==> src/rtl/edo_ctrl_pkg.sv <==
// Package: shared state encoding and small helpers for the EDO DRAM controller.
// Assumes: used only at elaboration time by the controller modules.
package edo_ctrl_pkg;

    // Sequencer states of the strobe generator.
    typedef enum logic [2:0] {
        SQ_IDLE,       // waiting for a request; row may be open or closed
        SQ_PRECHARGE,  // row strobe high, counting precharge
        SQ_ROW,        // row strobe low, row address held
        SQ_COLSET,     // column address, write enable and data set up
        SQ_STROBE,     // column strobe low
        SQ_RECOVER     // column strobe high, column precharge
    } sq_state_t;

    // Larger of two integers, for counter sizing.
    function automatic int max2(input int a, input int b);
        return (a > b) ? a : b;
    endfunction

endpackage

==> src/rtl/edo_row_tracker.sv <==
// Module: edo_row_tracker
// Holds the open-row register and its valid flag, and reports whether a
// requested row hits the open one.
// Assumes: act_i and close_i are never high in the same cycle.
module edo_row_tracker #(
    parameter int ROW_W = 11
) (
    input  logic             clk,
    input  logic             rst_n,
    input  logic             act_i,
    input  logic [ROW_W-1:0] act_row_i,
    input  logic             close_i,
    input  logic [ROW_W-1:0] req_row_i,
    output logic             open_o,
    output logic             hit_o
);

    logic [ROW_W-1:0] open_row_q;
    logic             open_q;

    // Record which row is open; closing clears the flag.
    always_ff @(posedge clk) begin
        if (!rst_n) begin
            open_q     <= 1'b0;
            open_row_q <= '0;
        end else if (close_i) begin
            open_q <= 1'b0;
        end else if (act_i) begin
            open_q     <= 1'b1;
            open_row_q <= act_row_i;
        end
    end

    assign open_o = open_q;
    assign hit_o  = open_q && (open_row_q == req_row_i);

endmodule

==> src/rtl/edo_ras_age.sv <==
// Module: edo_ras_age
// Counts the cycles the row strobe has been low. It flags when the open row
// must be closed so that one more column cycle still ends in the limit.
// Assumes: ras_n_i is the registered row strobe driven to the pin.
module edo_ras_age #(
    parameter int T_RAS_MAX = 12000,
    parameter int CLOSE_AT  = 11990
) (
    input  logic clk,
    input  logic rst_n,
    input  logic ras_n_i,
    output logic near_o
);

    localparam int AGE_W = $clog2(T_RAS_MAX + 1);
    localparam logic [AGE_W-1:0] AGE_SAT  = AGE_W'(T_RAS_MAX);
    localparam logic [AGE_W-1:0] AGE_NEAR = AGE_W'(CLOSE_AT);

    logic [AGE_W-1:0] age_q;

    // Saturating count of row-strobe-low cycles, cleared while it is high.
    always_ff @(posedge clk) begin
        if (!rst_n) begin
            age_q <= '0;
        end else if (ras_n_i) begin
            age_q <= '0;
        end else if (age_q != AGE_SAT) begin
            age_q <= age_q + 1'b1;
        end
    end

    assign near_o = (age_q >= AGE_NEAR);

endmodule

==> src/rtl/edo_strobe_seq.sv <==
// Module: edo_strobe_seq
// State machine that issues the row/column strobe sequences, drives the
// multiplexed address and the write data, and captures read data.
// Assumes: 1 <= T_CAPTURE <= T_CAS + T_CP - 1; ROW_W >= COL_W; all
// timing counts are at least 1.
module edo_strobe_seq
    import edo_ctrl_pkg::*;
#(
    parameter int ROW_W     = 11,
    parameter int COL_W     = 10,
    parameter int DATA_W    = 8,
    parameter int T_RP      = 5,
    parameter int T_RAH     = 2,
    parameter int T_CAS     = 2,
    parameter int T_CP      = 2,
    parameter int T_CAPTURE = 3
) (
    input  logic              clk,
    input  logic              rst_n,
    input  logic              req_valid_i,
    output logic              req_ready_o,
    input  logic [ROW_W-1:0]  req_row_i,
    input  logic [COL_W-1:0]  req_col_i,
    input  logic              req_we_i,
    input  logic [DATA_W-1:0] req_wdata_i,
    input  logic              open_i,
    input  logic              hit_i,
    input  logic              near_i,
    input  logic [DATA_W-1:0] dq_in_i,
    output logic [DATA_W-1:0] rd_data_o,
    output logic              rd_valid_o,
    output logic              act_o,
    output logic [ROW_W-1:0]  act_row_o,
    output logic              close_o,
    output logic              ras_n_o,
    output logic              cas_n_o,
    output logic              we_n_o,
    output logic              oe_n_o,
    output logic [ROW_W-1:0]  addr_o,
    output logic [DATA_W-1:0] dq_out_o,
    output logic              dq_oe_o
);

    localparam int CNT_TOP = max2(max2(T_RP, T_RAH), T_CAS + T_CP);
    localparam int CNT_W   = $clog2(CNT_TOP + 1);
    localparam logic [CNT_W-1:0] RP_LAST  = CNT_W'(T_RP - 1);
    localparam logic [CNT_W-1:0] RAH_LAST = CNT_W'(T_RAH - 1);
    localparam logic [CNT_W-1:0] CAS_LAST = CNT_W'(T_CAS - 1);
    localparam logic [CNT_W-1:0] CP_LAST  = CNT_W'(T_CP - 1);
    localparam logic [CNT_W-1:0] CAP_AT   = CNT_W'(T_CAPTURE);

    sq_state_t         state_q;
    logic [CNT_W-1:0]  cnt_q;
    logic [CNT_W-1:0]  col_age_q;
    logic              pend_q;
    logic [ROW_W-1:0]  lat_row_q;
    logic [COL_W-1:0]  lat_col_q;
    logic              lat_we_q;
    logic [DATA_W-1:0] lat_wdata_q;

    logic              ras_n_q, cas_n_q, we_n_q, oe_n_q, dq_oe_q;
    logic [ROW_W-1:0]  addr_q;
    logic [DATA_W-1:0] dq_out_q, rd_data_q;
    logic              rd_valid_q, act_q, close_q;
    logic              in_column;

    assign in_column = (state_q == SQ_STROBE) || (state_q == SQ_RECOVER);

    // Main sequencer: state, counters, strobes, address mux and capture.
    always_ff @(posedge clk) begin
        if (!rst_n) begin
            state_q     <= SQ_IDLE;
            cnt_q       <= '0;
            col_age_q   <= '0;
            pend_q      <= 1'b0;
            lat_row_q   <= '0;
            lat_col_q   <= '0;
            lat_we_q    <= 1'b0;
            lat_wdata_q <= '0;
            ras_n_q     <= 1'b1;
            cas_n_q     <= 1'b1;
            we_n_q      <= 1'b1;
            oe_n_q      <= 1'b1;
            dq_oe_q     <= 1'b0;
            addr_q      <= '0;
            dq_out_q    <= '0;
            rd_data_q   <= '0;
            rd_valid_q  <= 1'b0;
            act_q       <= 1'b0;
            close_q     <= 1'b0;
        end else begin
            rd_valid_q <= 1'b0;
            act_q      <= 1'b0;
            close_q    <= 1'b0;

            if (in_column) begin
                col_age_q <= col_age_q + 1'b1;
            end
            if (in_column && !lat_we_q && (col_age_q == CAP_AT)) begin
                rd_data_q  <= dq_in_i;
                rd_valid_q <= 1'b1;
            end

            unique case (state_q)
                SQ_IDLE: begin
                    if (req_valid_i) begin
                        lat_row_q   <= req_row_i;
                        lat_col_q   <= req_col_i;
                        lat_we_q    <= req_we_i;
                        lat_wdata_q <= req_wdata_i;
                        if (open_i && hit_i && !near_i) begin
                            addr_q   <= ROW_W'(req_col_i);
                            we_n_q   <= ~req_we_i;
                            dq_oe_q  <= req_we_i;
                            dq_out_q <= req_wdata_i;
                            oe_n_q   <= req_we_i;
                            state_q  <= SQ_COLSET;
                        end else if (open_i) begin
                            ras_n_q <= 1'b1;
                            close_q <= 1'b1;
                            pend_q  <= 1'b1;
                            cnt_q   <= '0;
                            state_q <= SQ_PRECHARGE;
                        end else begin
                            ras_n_q <= 1'b0;
                            addr_q  <= req_row_i;
                            act_q   <= 1'b1;
                            cnt_q   <= '0;
                            state_q <= SQ_ROW;
                        end
                    end else if (open_i && near_i) begin
                        ras_n_q <= 1'b1;
                        close_q <= 1'b1;
                        pend_q  <= 1'b0;
                        cnt_q   <= '0;
                        state_q <= SQ_PRECHARGE;
                    end
                end
                SQ_PRECHARGE: begin
                    if (cnt_q == RP_LAST) begin
                        if (pend_q) begin
                            ras_n_q <= 1'b0;
                            addr_q  <= lat_row_q;
                            act_q   <= 1'b1;
                            pend_q  <= 1'b0;
                            cnt_q   <= '0;
                            state_q <= SQ_ROW;
                        end else begin
                            state_q <= SQ_IDLE;
                        end
                    end else begin
                        cnt_q <= cnt_q + 1'b1;
                    end
                end
                SQ_ROW: begin
                    if (cnt_q == RAH_LAST) begin
                        addr_q   <= ROW_W'(lat_col_q);
                        we_n_q   <= ~lat_we_q;
                        dq_oe_q  <= lat_we_q;
                        dq_out_q <= lat_wdata_q;
                        oe_n_q   <= lat_we_q;
                        state_q  <= SQ_COLSET;
                    end else begin
                        cnt_q <= cnt_q + 1'b1;
                    end
                end
                SQ_COLSET: begin
                    cas_n_q   <= 1'b0;
                    cnt_q     <= '0;
                    col_age_q <= '0;
                    state_q   <= SQ_STROBE;
                end
                SQ_STROBE: begin
                    if (cnt_q == CAS_LAST) begin
                        cas_n_q <= 1'b1;
                        we_n_q  <= 1'b1;
                        dq_oe_q <= 1'b0;
                        cnt_q   <= '0;
                        state_q <= SQ_RECOVER;
                    end else begin
                        cnt_q <= cnt_q + 1'b1;
                    end
                end
                SQ_RECOVER: begin
                    if (cnt_q == CP_LAST) begin
                        oe_n_q  <= 1'b1;
                        state_q <= SQ_IDLE;
                    end else begin
                        cnt_q <= cnt_q + 1'b1;
                    end
                end
                default: state_q <= SQ_IDLE;
            endcase
        end
    end

    assign req_ready_o = (state_q == SQ_IDLE);
    assign rd_data_o   = rd_data_q;
    assign rd_valid_o  = rd_valid_q;
    assign act_o       = act_q;
    assign act_row_o   = lat_row_q;
    assign close_o     = close_q;
    assign ras_n_o     = ras_n_q;
    assign cas_n_o     = cas_n_q;
    assign we_n_o      = we_n_q;
    assign oe_n_o      = oe_n_q;
    assign addr_o      = addr_q;
    assign dq_out_o    = dq_out_q;
    assign dq_oe_o     = dq_oe_q;

endmodule

==> src/rtl/edo_dram_ctrl.sv <==
// Module: edo_dram_ctrl (top)
// Host-side request/ready front end for an EDO page-mode DRAM. It splits
// the word address into row and column, keeps rows open for page hits and
// forces a close before the maximum row-strobe-low time.
// Assumes: every timing count is in controller clocks and at least 1;
// T_RAS_MAX is well above T_RAH + 2*(1 + T_CAS + T_CP).
module edo_dram_ctrl #(
    parameter int ROW_W     = 11,
    parameter int COL_W     = 10,
    parameter int DATA_W    = 8,
    parameter int T_RP      = 5,
    parameter int T_RAH     = 2,
    parameter int T_CAS     = 2,
    parameter int T_CP      = 2,
    parameter int T_CAPTURE = 3,
    parameter int T_RAS_MAX = 12000
) (
    input  logic                   clk,
    input  logic                   rst_n,
    input  logic                   req_valid,
    output logic                   req_ready,
    input  logic [ROW_W+COL_W-1:0] req_addr,
    input  logic                   req_we,
    input  logic [DATA_W-1:0]      req_wdata,
    output logic [DATA_W-1:0]      rd_data,
    output logic                   rd_valid,
    output logic [ROW_W-1:0]       dram_addr,
    output logic                   dram_ras_n,
    output logic                   dram_cas_n,
    output logic                   dram_we_n,
    output logic                   dram_oe_n,
    output logic [DATA_W-1:0]      dram_dq_out,
    output logic                   dram_dq_oe,
    input  logic [DATA_W-1:0]      dram_dq_in
);

    localparam int ADDR_W   = ROW_W + COL_W;
    localparam int COL_LEN  = 1 + T_CAS + T_CP;
    localparam int CLOSE_AT = T_RAS_MAX - COL_LEN - 2;

    logic [ROW_W-1:0] req_row;
    logic [COL_W-1:0] req_col;
    logic             row_open, row_hit, age_near;
    logic             act_pulse, close_pulse;
    logic [ROW_W-1:0] act_row;

    assign req_row = req_addr[ADDR_W-1:COL_W];
    assign req_col = req_addr[COL_W-1:0];

    edo_row_tracker #(
        .ROW_W (ROW_W)
    ) u_rows (
        .clk       (clk),
        .rst_n     (rst_n),
        .act_i     (act_pulse),
        .act_row_i (act_row),
        .close_i   (close_pulse),
        .req_row_i (req_row),
        .open_o    (row_open),
        .hit_o     (row_hit)
    );

    edo_ras_age #(
        .T_RAS_MAX (T_RAS_MAX),
        .CLOSE_AT  (CLOSE_AT)
    ) u_age (
        .clk     (clk),
        .rst_n   (rst_n),
        .ras_n_i (dram_ras_n),
        .near_o  (age_near)
    );

    edo_strobe_seq #(
        .ROW_W     (ROW_W),
        .COL_W     (COL_W),
        .DATA_W    (DATA_W),
        .T_RP      (T_RP),
        .T_RAH     (T_RAH),
        .T_CAS     (T_CAS),
        .T_CP      (T_CP),
        .T_CAPTURE (T_CAPTURE)
    ) u_seq (
        .clk         (clk),
        .rst_n       (rst_n),
        .req_valid_i (req_valid),
        .req_ready_o (req_ready),
        .req_row_i   (req_row),
        .req_col_i   (req_col),
        .req_we_i    (req_we),
        .req_wdata_i (req_wdata),
        .open_i      (row_open),
        .hit_i       (row_hit),
        .near_i      (age_near),
        .dq_in_i     (dram_dq_in),
        .rd_data_o   (rd_data),
        .rd_valid_o  (rd_valid),
        .act_o       (act_pulse),
        .act_row_o   (act_row),
        .close_o     (close_pulse),
        .ras_n_o     (dram_ras_n),
        .cas_n_o     (dram_cas_n),
        .we_n_o      (dram_we_n),
        .oe_n_o      (dram_oe_n),
        .addr_o      (dram_addr),
        .dq_out_o    (dram_dq_out),
        .dq_oe_o     (dram_dq_oe)
    );

endmodule

==> config.mk <==
export PLATFORM = sky130hd
export DESIGN_NAME = edo_dram_ctrl
export DESIGN_NICKNAME = d
export VERILOG_FILES = /design/src/rtl/edo_ctrl_pkg.sv /design/src/rtl/edo_row_tracker.sv /design/src/rtl/edo_ras_age.sv /design/src/rtl/edo_strobe_seq.sv /design/src/rtl/edo_dram_ctrl.sv
export SDC_FILE = /design/constraint.sdc
export NUM_CORES = 1
export LEC_CHECK = 0
export ABC_CLOCK_PERIOD_IN_PS = 4700
export BUFFER_PORTS_ARGS = -buffer_cell sky130_fd_sc_hd__buf_4
export CORE_AREA = 2 2 135 110
export DETAILED_ROUTE_END_ITERATION = 16
export DIE_AREA = 0 0 137 112
export GPL_TIMING_DRIVEN = 0
export PLACE_DENSITY_LB_ADDON = 0.05
export SYNTH_ARGS = -nofsm -noshare
export SYNTH_HDL_FRONTEND = slang
export SYNTH_SLANG_ARGS = --single-unit
==> constraint.sdc <==
create_clock -name clk -period 4.7 [get_ports clk]
set_input_delay 0.47 -clock clk [delete_from_list [all_inputs] [get_ports clk]]
set_output_delay 0.47 -clock clk [all_outputs]
set_load 0.01 [all_outputs]
* After elaboration in Yosys (flattened, before gate mapping)
Index checks and enable logic that the tools add are counted.
** Word-level totals
- Register bits after elaboration :: 101
- Logic and storage cells :: 150
- Input bits :: 41
- Output and inout port bits :: 34
** Operators by class
- $lt $le $gt $ge :: 1
- Bitwise operators :: 4
- Reduce and logical (&&, ||, !) cells :: 33
- Mux-type cells :: 64
- Add/subtract/negate cells :: 3
- Equal/unequal tests :: 23
** Operators by type and width (number)
- $mux W11 :: 6
- $mux W3 :: 14
- $pmux W11 S3 :: 1
- $reduce_and A5 Y1 :: 6
- $mux W1 :: 28
- $mux W8 :: 3
- $pmux W3 S6 :: 1
- $pmux W8 S2 :: 1
- $pmux W3 S5 :: 1
- $add A14 B1 Y14 const B :: 1
- $ge A14 B14 Y1 const B :: 1
- $ne A14 B14 Y1 const B :: 1
- $ne A3 B2 Y1 const B :: 4
- $eq A11 B11 Y1 :: 1
- $eq A3 B2 Y1 const B :: 3
- $eq A3 B3 Y1 const B :: 3
- $pmux W1 S3 :: 3
- $reduce_bool A3 Y1 :: 3
- $ne A2 B1 Y1 const B :: 4
- $ne A2 B2 Y1 const B :: 4
- $pmux W1 S2 :: 4
- $reduce_and A2 Y1 :: 4
- $reduce_or A2 Y1 :: 4
- $add A3 B1 Y3 const B :: 2
- other kinds (12) :: 25

* Longest topological paths before layout
Gate-level depths: netlist of run 1.
- Word-level depth :: 7
- Mapped depth :: 9
- Depth with buffers taken out :: 8

* Cells and area by module
Synthesis of run 1 repeated with hierarchy kept, for this count alone.
** Second synthesis, totals
- Cells, all modules :: 581
- Area total of the unflattened synthesis :: 4867.2 um^2
** Modules (own cells, without submodules)
- edo_strobe_seq :: instances 1, cells each 424, seq. area each 1501.4 um^2, area each 3503.4 um^2
- edo_ras_age :: instances 1, cells each 90, seq. area each 280.3 um^2, area each 797.0 um^2
- edo_row_tracker :: instances 1, cells each 67, seq. area each 240.2 um^2, area each 566.8 um^2

* Worst setup path before layout of run 1
Ideal clock, no wire load.
- Path kind :: input -> register
- Start :: input req_addr[16]
- End :: register u_seq.oe_n_q, in the netlist u_seq.oe_n_o
- Path slack :: 2.667 ns
- Data required time :: 4.577 ns
- Setup time :: 0.123 ns
- Arrival time :: 1.910 ns
- Stages :: 6
- Path through :: xnor2_1 nand4_1 or3_1 or2_4 a21oi_1 mux2_1
** Between the ends
- Word-level cells in the longest chain between the ends :: 6
** RTL lines
- start, declared :: RTL line edo_dram_ctrl.sv:22 : input logic [ROW_W+COL_W-1:0] req_addr,
- $eq A11 B11 Y1 :: RTL line edo_row_tracker.sv:35 : assign hit_o = open_q && (open_row_q == req_row_i);
- $logic_and A1 B1 Y1 :: RTL line edo_row_tracker.sv:35
- $logic_and A1 B1 Y1 (2 in series) :: RTL line edo_strobe_seq.sv:111 : if (open_i && hit_i && !near_i) begin
- $ne A2 B1 Y1 (no line)
- $reduce_and A5 Y1 (no line)
- end signal, assigned :: RTL line edo_strobe_seq.sv:116 : oe_n_q <= req_we_i;
- end signal, assigned :: RTL line edo_strobe_seq.sv:161 : oe_n_q <= lat_we_q;
- end, declared :: RTL line edo_strobe_seq.sv:61 : logic ras_n_q, cas_n_q, we_n_q, oe_n_q, dq_oe_q;
No other way between the ends.
A chain may end at the register's enable or synchronous reset.

* Worst setup path after layout of run 1
- Start :: register u_seq.cnt_q[1]
- End :: register u_seq.cnt_q[2]
** Between the ends
- Word-level cells in the longest chain between the ends :: 3
- Elaborated cells between the ends (all ways) :: 10
- Those cells by class :: add/sub: 1; eq/ne: 4; mux: 4; reduce/logical: 1
** RTL lines
- start, declared :: RTL line edo_strobe_seq.sv:53 : logic [CNT_W-1:0] cnt_q;
- start signal, assigned :: RTL line edo_strobe_seq.sv:152 : cnt_q <= cnt_q + 1'b1;
- start signal, assigned :: RTL line edo_strobe_seq.sv:164 : cnt_q <= cnt_q + 1'b1;
- start signal, assigned :: RTL line edo_strobe_seq.sv:181 : cnt_q <= cnt_q + 1'b1;
- $add A3 B1 Y3 (tied with other cells)
- $mux W3 (tied with other cells) :: RTL line edo_strobe_seq.sv:156, edo_strobe_seq.sv:185
- $pmux W3 S5 or $reduce_and A5 Y1 (tied branches)
Several ways; a longest one is shown, not always the timed one. The select of a mux whose other input is x is not followed.

==> run metrics, run 1 <==
Reg-to-Reg Start u_seq.cnt_q[1]; post-synthesis instance total 583; Pwr Total 2918 µW; area of the multi-input gates 2559 µm²; die width 137 µm; Max Fclk 426.2 MHz; antenna violations before repair 0; Final Hold Fails 0; share of cells above drive strength 1 0.1744; worst hold endpoint u_seq.rd_data_o[7]; DRC viols 0; Worst Skew 0.008793 ns; gpl congestion 0.8226; Mapped Area 4811 µm²; Total Neg Setup Slack 0 ns; drt total wl 14.33 mm; CP endpoint kind flip-flop; vias 4,395; CTS tree built; Slew HR 0.3506; WL/cell 16.76 µm; Die Area 15,340 µm²; post-DR vias/cell 5.140; Hold Path Cell Cnt 3; reg2reg path depth 8; Hold-fix buffers, CTS 0; VDD IR max 291.2 µV; core area 14,050 µm²; drt first pass iters 4; Row Count 39; Net count, final 716; final slew viol count 0; status complete, no violations; vias in the first global route 4,121; die extent in y 112 µm; CTS Root Cell clkbuf_16; commonest non-fill, non-tap cell in the layout nand2_1; Pwr per Cell Area 495.1 nW/µm²; number of buffers created by CTS 9; sequential share of the synthesized area 0.4203; FF/Latch Area 2022 µm²; Starting Density 0.3423; Post-synth ARST share 0; worst path arrival time 2.58 ns; Hold Path Class in -> reg; final setup vio count 0; commonest non-fill, non-tap cells in the layout 123 x nand2_1, 101 x dfxtp_1, 73 x buf_4; number of fill cells 1,457; Area growth syn-to-layout 22.50%; Num Clock Sinks 101; Hold Crit Start dram_dq_in[7]; critical path required time 4.94 ns; Detailed Route Iter0 Violations 273; Port Buf Inserts 72; diodes inserted 0; # IOs 75; EDFF count, synth 0; flops & latches, synth 101; Ys Warns 0; Core Util, Final 0.4193; RSZ-0062 raised after global routing no; WS Path Type reg -> reg; FF-to-FF End u_seq.cnt_q[2]; Tcrit/Tclk final 0.4992; placed cell count 839; post-DP HPWL 10.87 mm; worst-path maximum fanout 8; GRT Residual Overflow 0; Max Cap Viol 0; final cell count without fillers 855; post-route antenna net violation count 0; first-pass GRT wire length 22.75 mm; worst skew pair latency 0.36 ns; worst setup path start u_seq.cnt_q[1]; CP Launch Type flip-flop; flop-to-flop setup slack 2.35 ns; Syn Nets 633; shortest period the worst path allows 2.346 ns; actual slew at the worst max-slew pin 0.9720 ns; Leak 0.002193 µW; predominant post-synthesis flop cell dfxtp_1; Avg Cell Area, Syn 8.252 µm²; total track usage 0.1937; largest net degree at the start of global routing 17; Post-CTS Resized 0; CTS Buffer Depth 2; # H-tree levels 3; Post-CTS Repair Setup Buffers 0; post-synth cell types 61; Worst-path clk slew 0.07 ns
[area by class of cell]
cell class                 instances  area share
buffer                            40     0.03142
clock buffer                      12     0.04352
clock inverter                     4    0.009342
inverter                          12    0.007643
multi-input combinational        430      0.4342
sequential                       101      0.3431
tap                              184     0.03907
timing repair buffer              72     0.09172
[registers in the layout (all words and copies together) (netlist names)]
register and count:
u_seq.col_age_q 3, u_seq.cas_n_o 1, u_age.age_q 14, u_seq.close_o 1, u_seq.cnt_q 3, u_seq.act_o 1
u_seq.dq_out_o 8, u_seq.we_n_o 1, u_seq.lat_we_q 1, u_rows.open_o 1, u_seq.oe_n_o 1, u_seq.lat_col_q 10
u_seq.lat_wdata_q 8, u_seq.ras_n_o 1, u_seq.act_row_o 11, u_seq.rd_data_o 8, u_seq.dq_oe_o 1, u_rows.open_row_q 11
u_seq.pend_q 1, u_seq.addr_o 11, u_seq.state_q 3, u_seq.rd_valid_o 1
[per-stage QoR]
step	instance area [µm²]	setup slack [ns]	hold slack (ns)
6_report	5893	2.354	0.3611
5_1_grt	5893	2.114	0.3536
4_1_cts	5893	2.354	0.3500
3_5_place_dp	5582	2.219	0.4388
3_3_place_gp	5582	2.204	0.4367
2_1_floorplan	4811	2.667	0.4139
[per-layer routing]
metal  up-vias  GRT usage  wire [µm]
li1       2214          -          -
met1      2084     0.2922       7388
met2        89     0.2716       6149
met3         8    0.05373        676
met4         0    0.04330        112
met5         -          0          0
[worst max-delay path, stage by stage, from the launching register on]
cell and delay (ns):
dfxtp_1 0.35, inv_1 0.07, ha_1 0.19, nor2b_1 0.23, and3_1 0.24, or4b_1 0.53
a31oi_1 0.33, a21boi_1 0.22, o22ai_1 0.08
[kinds of logic (layout without fill, tap and decap cells)]
| kind of cell | Yosys count | after routing | share of synthesized area |
|---|---|---|---|
| xor+xnor | 21 | 21 | 0.03823 |
| flops | 101 | 101 | 0.4203 |
| compound gates | 172 | 172 | 0.2385 |
| buf+inv | 52 | 140 | 0.04785 |
| fa+ha+maj | 9 | 9 | 0.02341 |
| mux | 10 | 10 | 0.02107 |
| simple gates | 218 | 218 | 0.2107 |
[cells in the mapped netlist (2+ instances only)]
cell type / number / area share
and3_1: 4 / 0.0052
nand4_1: 5 / 0.0065
nor3b_1: 3 / 0.0047
nand2_1: 123 / 0.096
o221a_2: 3 / 0.0070
nand3_1: 11 / 0.011
o221ai_1: 2 / 0.0036
o211a_1: 2 / 0.0042
xor2_1: 4 / 0.0073
o21ai_1: 7 / 0.0073
nor3_1: 6 / 0.0062
buf_6: 2 / 0.0047
o221a_1: 7 / 0.016
xnor2_1: 17 / 0.031
o211ai_1: 13 / 0.020
a21o_1: 2 / 0.0031
a31oi_1: 5 / 0.0065
a21boi_1: 3 / 0.0047
o21ai_0: 22 / 0.023
a21oi_2: 2 / 0.0036
a22oi_1: 10 / 0.016
a21oi_1: 64 / 0.067
mux2i_1: 9 / 0.019
nor2b_1: 9 / 0.012
clkbuf_1: 23 / 0.018
nor2_1: 23 / 0.018
ha_1: 9 / 0.023
a311oi_1: 7 / 0.013
a41oi_1: 2 / 0.0036
nand3b_1: 7 / 0.011
or3_1: 4 / 0.0052
dfxtp_1: 101 / 0.42
or2_2: 2 / 0.0026
inv_1: 12 / 0.0094
buf_2: 13 / 0.014
a21boi_0: 8 / 0.012
nand2b_1: 9 / 0.012
nor4b_1: 2 / 0.0036
a221oi_1: 2 / 0.0036
and2_1: 3 / 0.0039
[report_power, final]
group          leakage [µW]  switching (µW)  internal, µW
Sequential         0.000823            93.9           993
Combinational       0.00122             638           415
Clock              0.000149             333           445
Total               0.00219            1060          1850
[worst max path at each step]
stage,slack (ns),cells past startpoint,end
floorplan,2.67,6,u_seq.oe_n_o
global placement,2.20,7,u_seq.oe_n_o
detailed placement,2.22,7,u_seq.oe_n_o
CTS,2.35,8,u_seq.addr_o[2]
global route,2.11,8,u_seq.addr_o[5]
finish,2.35,8,u_seq.cnt_q[2]
(Power assumes the default switching activity.)
==> run 2, diff against run 1 <==
--- a/config.mk
+++ b/config.mk
@@ -5,7 +5,7 @@
 export SDC_FILE = /design/constraint.sdc
 export NUM_CORES = 1
 export LEC_CHECK = 0
-export ABC_CLOCK_PERIOD_IN_PS = 4700
+export ABC_CLOCK_PERIOD_IN_PS = 2300
 export BUFFER_PORTS_ARGS = -buffer_cell sky130_fd_sc_hd__buf_4
 export CORE_AREA = 2 2 135 110
 export DETAILED_ROUTE_END_ITERATION = 16
==> constraint.sdc (replaced) <==
create_clock -name clk -period 2.3 [get_ports clk]
set_input_delay 0.23 -clock clk [delete_from_list [all_inputs] [get_ports clk]]
set_output_delay 0.23 -clock clk [all_outputs]
set_load 0.01 [all_outputs]
==> run 2 against run 1 <==
Net effect: routed wire length up 1.1%; via count down 0.43%; critical path depth unchanged; clock power rose by 100%; setup slack worse by 2.3 ns; global-route usage hardly changed; maximum frequency up 5.3%; sequential cell count did not move; die area is the same; first-iteration DRC count rose by 0.73%; final cell count rose by 0.12%; sequential power up 100%.
==> run metrics, run 2 (synthesized netlist as in run 1, its figures left out) <==
status complete, no violations; antenna violations before repair 0 (unchanged); Pwr per Cell Area 1012 nW/µm² (+100%); Hold Path Class in -> reg; total track usage 0.1941 (+0.0003799); cell area after layout 5977 µm² (+1.4%); CTS tree built; vias in the first global route 4,125 (+0.097%); worst-path maximum fanout 8 (unchanged); vias 4,376 (-0.43%); placed cell count 839 (unchanged); # IOs 75 (unchanged); RSZ-0062 raised after global routing yes; WP buf/inv 1 (unchanged); post-DP HPWL 10.87 mm (unchanged); worst skew pair latency 0.36 ns (about the same); Max Cap Viol 0 (unchanged); number of buffers created by CTS 9 (unchanged); die extent in y 112 µm (unchanged); diodes inserted 0 (unchanged); CP endpoint kind flip-flop; Hold-fix buffers, CTS 0 (unchanged); largest net degree at the start of global routing 17 (unchanged); post-route antenna net violation count 0 (unchanged); WS Path Type reg -> reg; drt total wl 14.49 mm (+1.1%); Area growth syn-to-layout 24.24%; commonest non-fill, non-tap cell in the layout nand2_1; post-DR vias/cell 5.112 (-0.55%); Largest delay share family, worst path simple AND/OR/NAND/NOR gates; placed inst area 5582 µm² (unchanged); final hold slack 0.1197 ns (-0.2414 ns); Core Util, Final 0.4253 (+0.005965); core area 14,050 µm² (unchanged); first-pass GRT wire length 22.78 mm (+0.15%); worst path arrival time 2.47 ns (-0.11 ns); final cell count without fillers 856 (+0.12%); final setup vio count 0 (unchanged); shortest period the worst path allows 2.227 ns (-0.1188 ns); number of fill cells 1,450 (-0.48%); die width 137 µm (unchanged); Detailed Route Iter0 Violations 275 (+0.73%); Final Hold Fails 0 (unchanged); Num Clock Sinks 101 (unchanged); reg2reg path depth 8 (unchanged); Net count, final 717 (+0.14%); # H-tree levels 3 (unchanged); Worst Skew 0.008129 ns (-0.0006637 ns); Worst-path clk slew 0.07 ns (about the same); WL/cell 16.93 µm (+1.0%); Die Area 15,340 µm² (unchanged); Port Buf Inserts 72 (unchanged); GRT Residual Overflow 0 (unchanged); Most flops, register u_age.age_q; crit-path max cell delay 0.59 ns (+0.06 ns); critical path's slowest cell or4b_1; Starting Density 0.3423 (unchanged); CTS Root Cell clkbuf_16; Max Fclk 448.9 MHz (+5.3%); final slew viol count 0 (unchanged); CP Launch Type flip-flop; crit path cell chain inv_1 -> ha_1 -> nor2b_2 -> and3_1 -> or4b_1 -> a31oi_4 -> a21boi_1 -> o22ai_1; number of cells on the critical path 8 (unchanged); critical path required time 2.54 ns (-2.40 ns); Hold Path Cell Cnt 3 (unchanged); drt first pass iters 4 (unchanged); VDD IR max 595.5 µV (+100%); commonest non-fill, non-tap cells in the layout 123 x nand2_1, 100 x dfxtp_1, 73 x buf_4; gpl congestion 0.8226 (unchanged); Leak 0.002212 µW (+0.86%); Slew HR 0.5620 (+0.2114); max reg flops 14 (unchanged); actual slew at the worst max-slew pin 0.6479 ns (-0.3241 ns); DRC viols 0 (unchanged); final worst slack 0.07257 ns (-2.281 ns); Placement Setup Slack -0.02333 ns (-2.242 ns); share of cells above drive strength 1 0.1890 (+0.01462); Tcrit/Tclk final 0.9684 (+0.4693); Row Count 39 (unchanged); CTS Buffer Depth 2 (unchanged)
[run 2: cell count changes in the layout (fill, tap and decap cells not counted), sizes merged]
cell / change
buf: +1
[run 2: cell type report]
type,count,area (µm²),share of cell area
clock buffers,12,256.5,0.04291
multi-input cells,430,2621,0.4386
plain buffers,40,185.2,0.03098
repair buffers,73,560.5,0.09378
flip-flops and latches,101,2023,0.3385
inverters,12,45.04,0.007536
clock inverters,4,55.05,0.009211
well taps,184,230.2,0.03852
[run 2: power breakdown]
part           switching [µW]  internal [µW]
clock                     685            910
combinational            1330            900
sequential                191           2030
total                    2210           3840
[run 2: through the flow]
step	setup TNS, ns	total power [µW]
final	0	6047
after global routing	-0.01924	6431
after CTS	0	6043
after detailed placement	-0.1472	4422
after global placement	-0.006346	4390
after floorplan	0	3621
[run 2: worst paths after layout]
kind / from / to / slack (ns)
setup / recovery: u_seq.cnt_q[1] / u_seq.cnt_q[2] / 0.07
hold / removal: dram_dq_in[7] / u_seq.rd_data_o[7] / 0.12
setup reg to reg: u_seq.cnt_q[1] / u_seq.cnt_q[2] / 0.07
hold reg to reg: u_seq.lat_wdata_q[3] / u_seq.lat_wdata_q[3] / 0.46
[run 2: worst min-delay path, cell delays in order]
cell	delay [ns]
buf_4	0.11
nand2_1	0.05
a21oi_1	0.05
[run 2: per-layer routing]
metal	share of wire	routed length, µm	track usage	vias up
met5	0	0	0	-
met4	0.0080	116	0.04330	0
met3	0.058	841	0.05373	8
met2	0.43	6290	0.2736	112
met1	0.50	7243	0.2916	2042
li1	-	-	-	2214
[run 2: what timing repair did]
item / 4_1_cts / 5_1_grt
pin swaps: 0 / 1
setup buffers: 0 / 1
resized for setup: 4 / 10
hold endpoints to repair: 0 / 0
endpoints found under the setup margin: 14 / 30
==> run 3, diff against run 2 <==
--- a/config.mk
+++ b/config.mk
@@ -12,6 +12,7 @@
 export DIE_AREA = 0 0 137 112
 export GPL_TIMING_DRIVEN = 0
 export PLACE_DENSITY_LB_ADDON = 0.05
+export RECOVER_POWER = 25
 export SYNTH_ARGS = -nofsm -noshare
 export SYNTH_HDL_FRONTEND = slang
 export SYNTH_SLANG_ARGS = --single-unit
==> run 3 against run 2 <==
Net effect: sequential cell count did not move; cell area fell by 2.1%; setup slack improved by 0.0087 ns; clock skew rose by 0.00075 ns; combinational power fell by 4%; die area did not move; core utilization fell by 0.88 points; critical path depth did not move.
==> run metrics, run 3 (synthesized netlist as in run 1, its figures left out) <==
vias in the first global route 4,125 (unchanged); Pwr per Cell Area 1016 nW/µm² (+0.43%); vias 4,409 (+0.75%); max reg flops 14 (unchanged); total track usage 0.1941 (unchanged); Slew HR 0.5629 (+0.0009170); Hold Path Class in -> reg; Area growth syn-to-layout 21.66%; critical path required time 2.54 ns (about the same); CP endpoint kind flip-flop; number of buffers created by CTS 9 (unchanged); placed cell count 839 (unchanged); die width 137 µm (unchanged); Worst-path clk slew 0.07 ns (about the same); Starting Density 0.3423 (unchanged); Max Cap Viol 0 (unchanged); Final Hold Fails 0 (unchanged); CTS Buffer Depth 2 (unchanged); worst path arrival time 2.46 ns (about the same); Die Area 15,340 µm² (unchanged); gpl congestion 0.8226 (unchanged); CP Launch Type flip-flop; commonest non-fill, non-tap cell in the layout nand2_1; # IOs 75 (unchanged); number of fill cells 1,475 (+1.7%); status complete, no violations; Row Count 39 (unchanged); GRT Residual Overflow 0 (unchanged); Max Fclk 450.7 MHz (+0.39%); post-DR vias/cell 5.151 (+0.75%); antenna violations before repair 0 (unchanged); WL/cell 16.92 µm (about the same); Num Clock Sinks 101 (unchanged); Most flops, register u_age.age_q; core area 14,050 µm² (unchanged); Hold Path Cell Cnt 3 (unchanged); Leak 0.002079 µW (-6.0%); Tcrit/Tclk final 0.9647 (-0.003785); commonest non-fill, non-tap cells in the layout 123 x nand2_1, 100 x dfxtp_1, 63 x a21oi_1; post-DP HPWL 10.87 mm (unchanged); DRC viols 0 (unchanged); Core Util, Final 0.4165 (-0.008814); final slew viol count 0 (unchanged); diodes inserted 0 (unchanged); Hold-fix buffers, CTS 0 (unchanged); Detailed Route Iter0 Violations 292 (+6.2%); first-pass GRT wire length 22.78 mm (unchanged); reg2reg path depth 8 (unchanged); final hold slack 0.1208 ns (+0.001042 ns); Port Buf Inserts 72 (unchanged); VDD IR max 595.7 µV (about the same); share of cells above drive strength 1 0.1399 (-0.04911); final setup vio count 0 (unchanged); drt total wl 14.49 mm (about the same); RSZ-0062 raised after global routing yes; # H-tree levels 3 (unchanged); worst skew pair latency 0.36 ns (about the same); drt first pass iters 5 (+1); CTS Root Cell clkbuf_16; Pwr Total 5947 µW (-1.6%); final cell count without fillers 856 (unchanged); actual slew at the worst max-slew pin 0.6466 ns (-0.001355 ns); largest net degree at the start of global routing 17 (unchanged); WS Path Type reg -> reg; CTS tree built; Worst Skew 0.008877 ns (+0.0007477 ns); worst-path maximum fanout 8 (unchanged); post-route antenna net violation count 0 (unchanged); Net count, final 717 (unchanged); shortest period the worst path allows 2.219 ns (-0.008705 ns); die extent in y 112 µm (unchanged)
[run 3: cell types whose count changed in the layout (fill, tap and decap cells not counted), sizes merged]
cell | previous run | this run
clkbuf | 35 | 68
buf | 90 | 57
[run 3: final timing paths]
| kind | startpoint | endpoint | slack, ns |
|---|---|---|---|
| min reg2reg | u_seq.lat_wdata_q[3] | u_seq.lat_wdata_q[3] | 0.46 |
| min | dram_dq_in[7] | u_seq.rd_data_o[7] | 0.12 |
| max reg2reg | u_seq.cnt_q[1] | u_seq.cnt_q[2] | 0.08 |
| max | u_seq.cnt_q[1] | u_seq.cnt_q[2] | 0.08 |
[run 3: report_power, final]
| group | leakage, µW | total, µW | switching (µW) | internal, µW |
|---|---|---|---|---|
| clock network | 0.000149 | 1590 | 683 | 910 |
| registers | 0.000824 | 2220 | 188 | 2030 |
| logic | 0.00111 | 2140 | 1340 | 800 |
[run 3: worst max-delay path, cell delays in order, from the launching register on]
cell      delay, ns
dfxtp_1        0.35
inv_1          0.07
ha_1           0.19
nor2b_2        0.21
and3_1         0.22
or4b_1         0.58
a31oi_4        0.22
a21boi_1       0.19
o22ai_1        0.08
[run 3: metal layers]
metal / vias to the layer above / global-route usage / routed length, µm
met4: 0 / 0.04330 / 111
met3: 8 / 0.05373 / 805
met2: 108 / 0.2736 / 6298
li1: 2215 / - / -
met5: - / 0 / 0
met1: 2078 / 0.2916 / 7268
[run 3: timing repair]
action                                  in CTS  in global routing
setup buffers                                0                  1
endpoints found under the setup margin      14                 30
pin swaps                                    0                  1
hold endpoints to repair                     0                  0
gates resized for setup                      4                 10
[run 3: final cells by class]
| type | count | area [µm²] | area share |
|---|---|---|---|
| plain buffers | 40 | 185.2 | 0.03164 |
| clock buffers | 12 | 256.5 | 0.04382 |
| well taps | 184 | 230.2 | 0.03933 |
| inverters | 12 | 45.04 | 0.007696 |
| multi-input cells | 430 | 2621 | 0.4478 |
| flip-flops and latches | 101 | 2023 | 0.3457 |
| repair buffers | 73 | 436.7 | 0.07460 |
| clock inverters | 4 | 55.05 | 0.009406 |
[run 3: stage by stage]
step	setup TNS, ns	worst slack (ns)	area [µm²]
after floorplan	0	0.2701	4811
after global placement	-0.006346	-0.006346	5582
after detailed placement	-0.1472	-0.02333	5582
after CTS	0	0.01559	5911
after global routing	-0.01924	-0.01924	5853
final	0	0.08128	5853
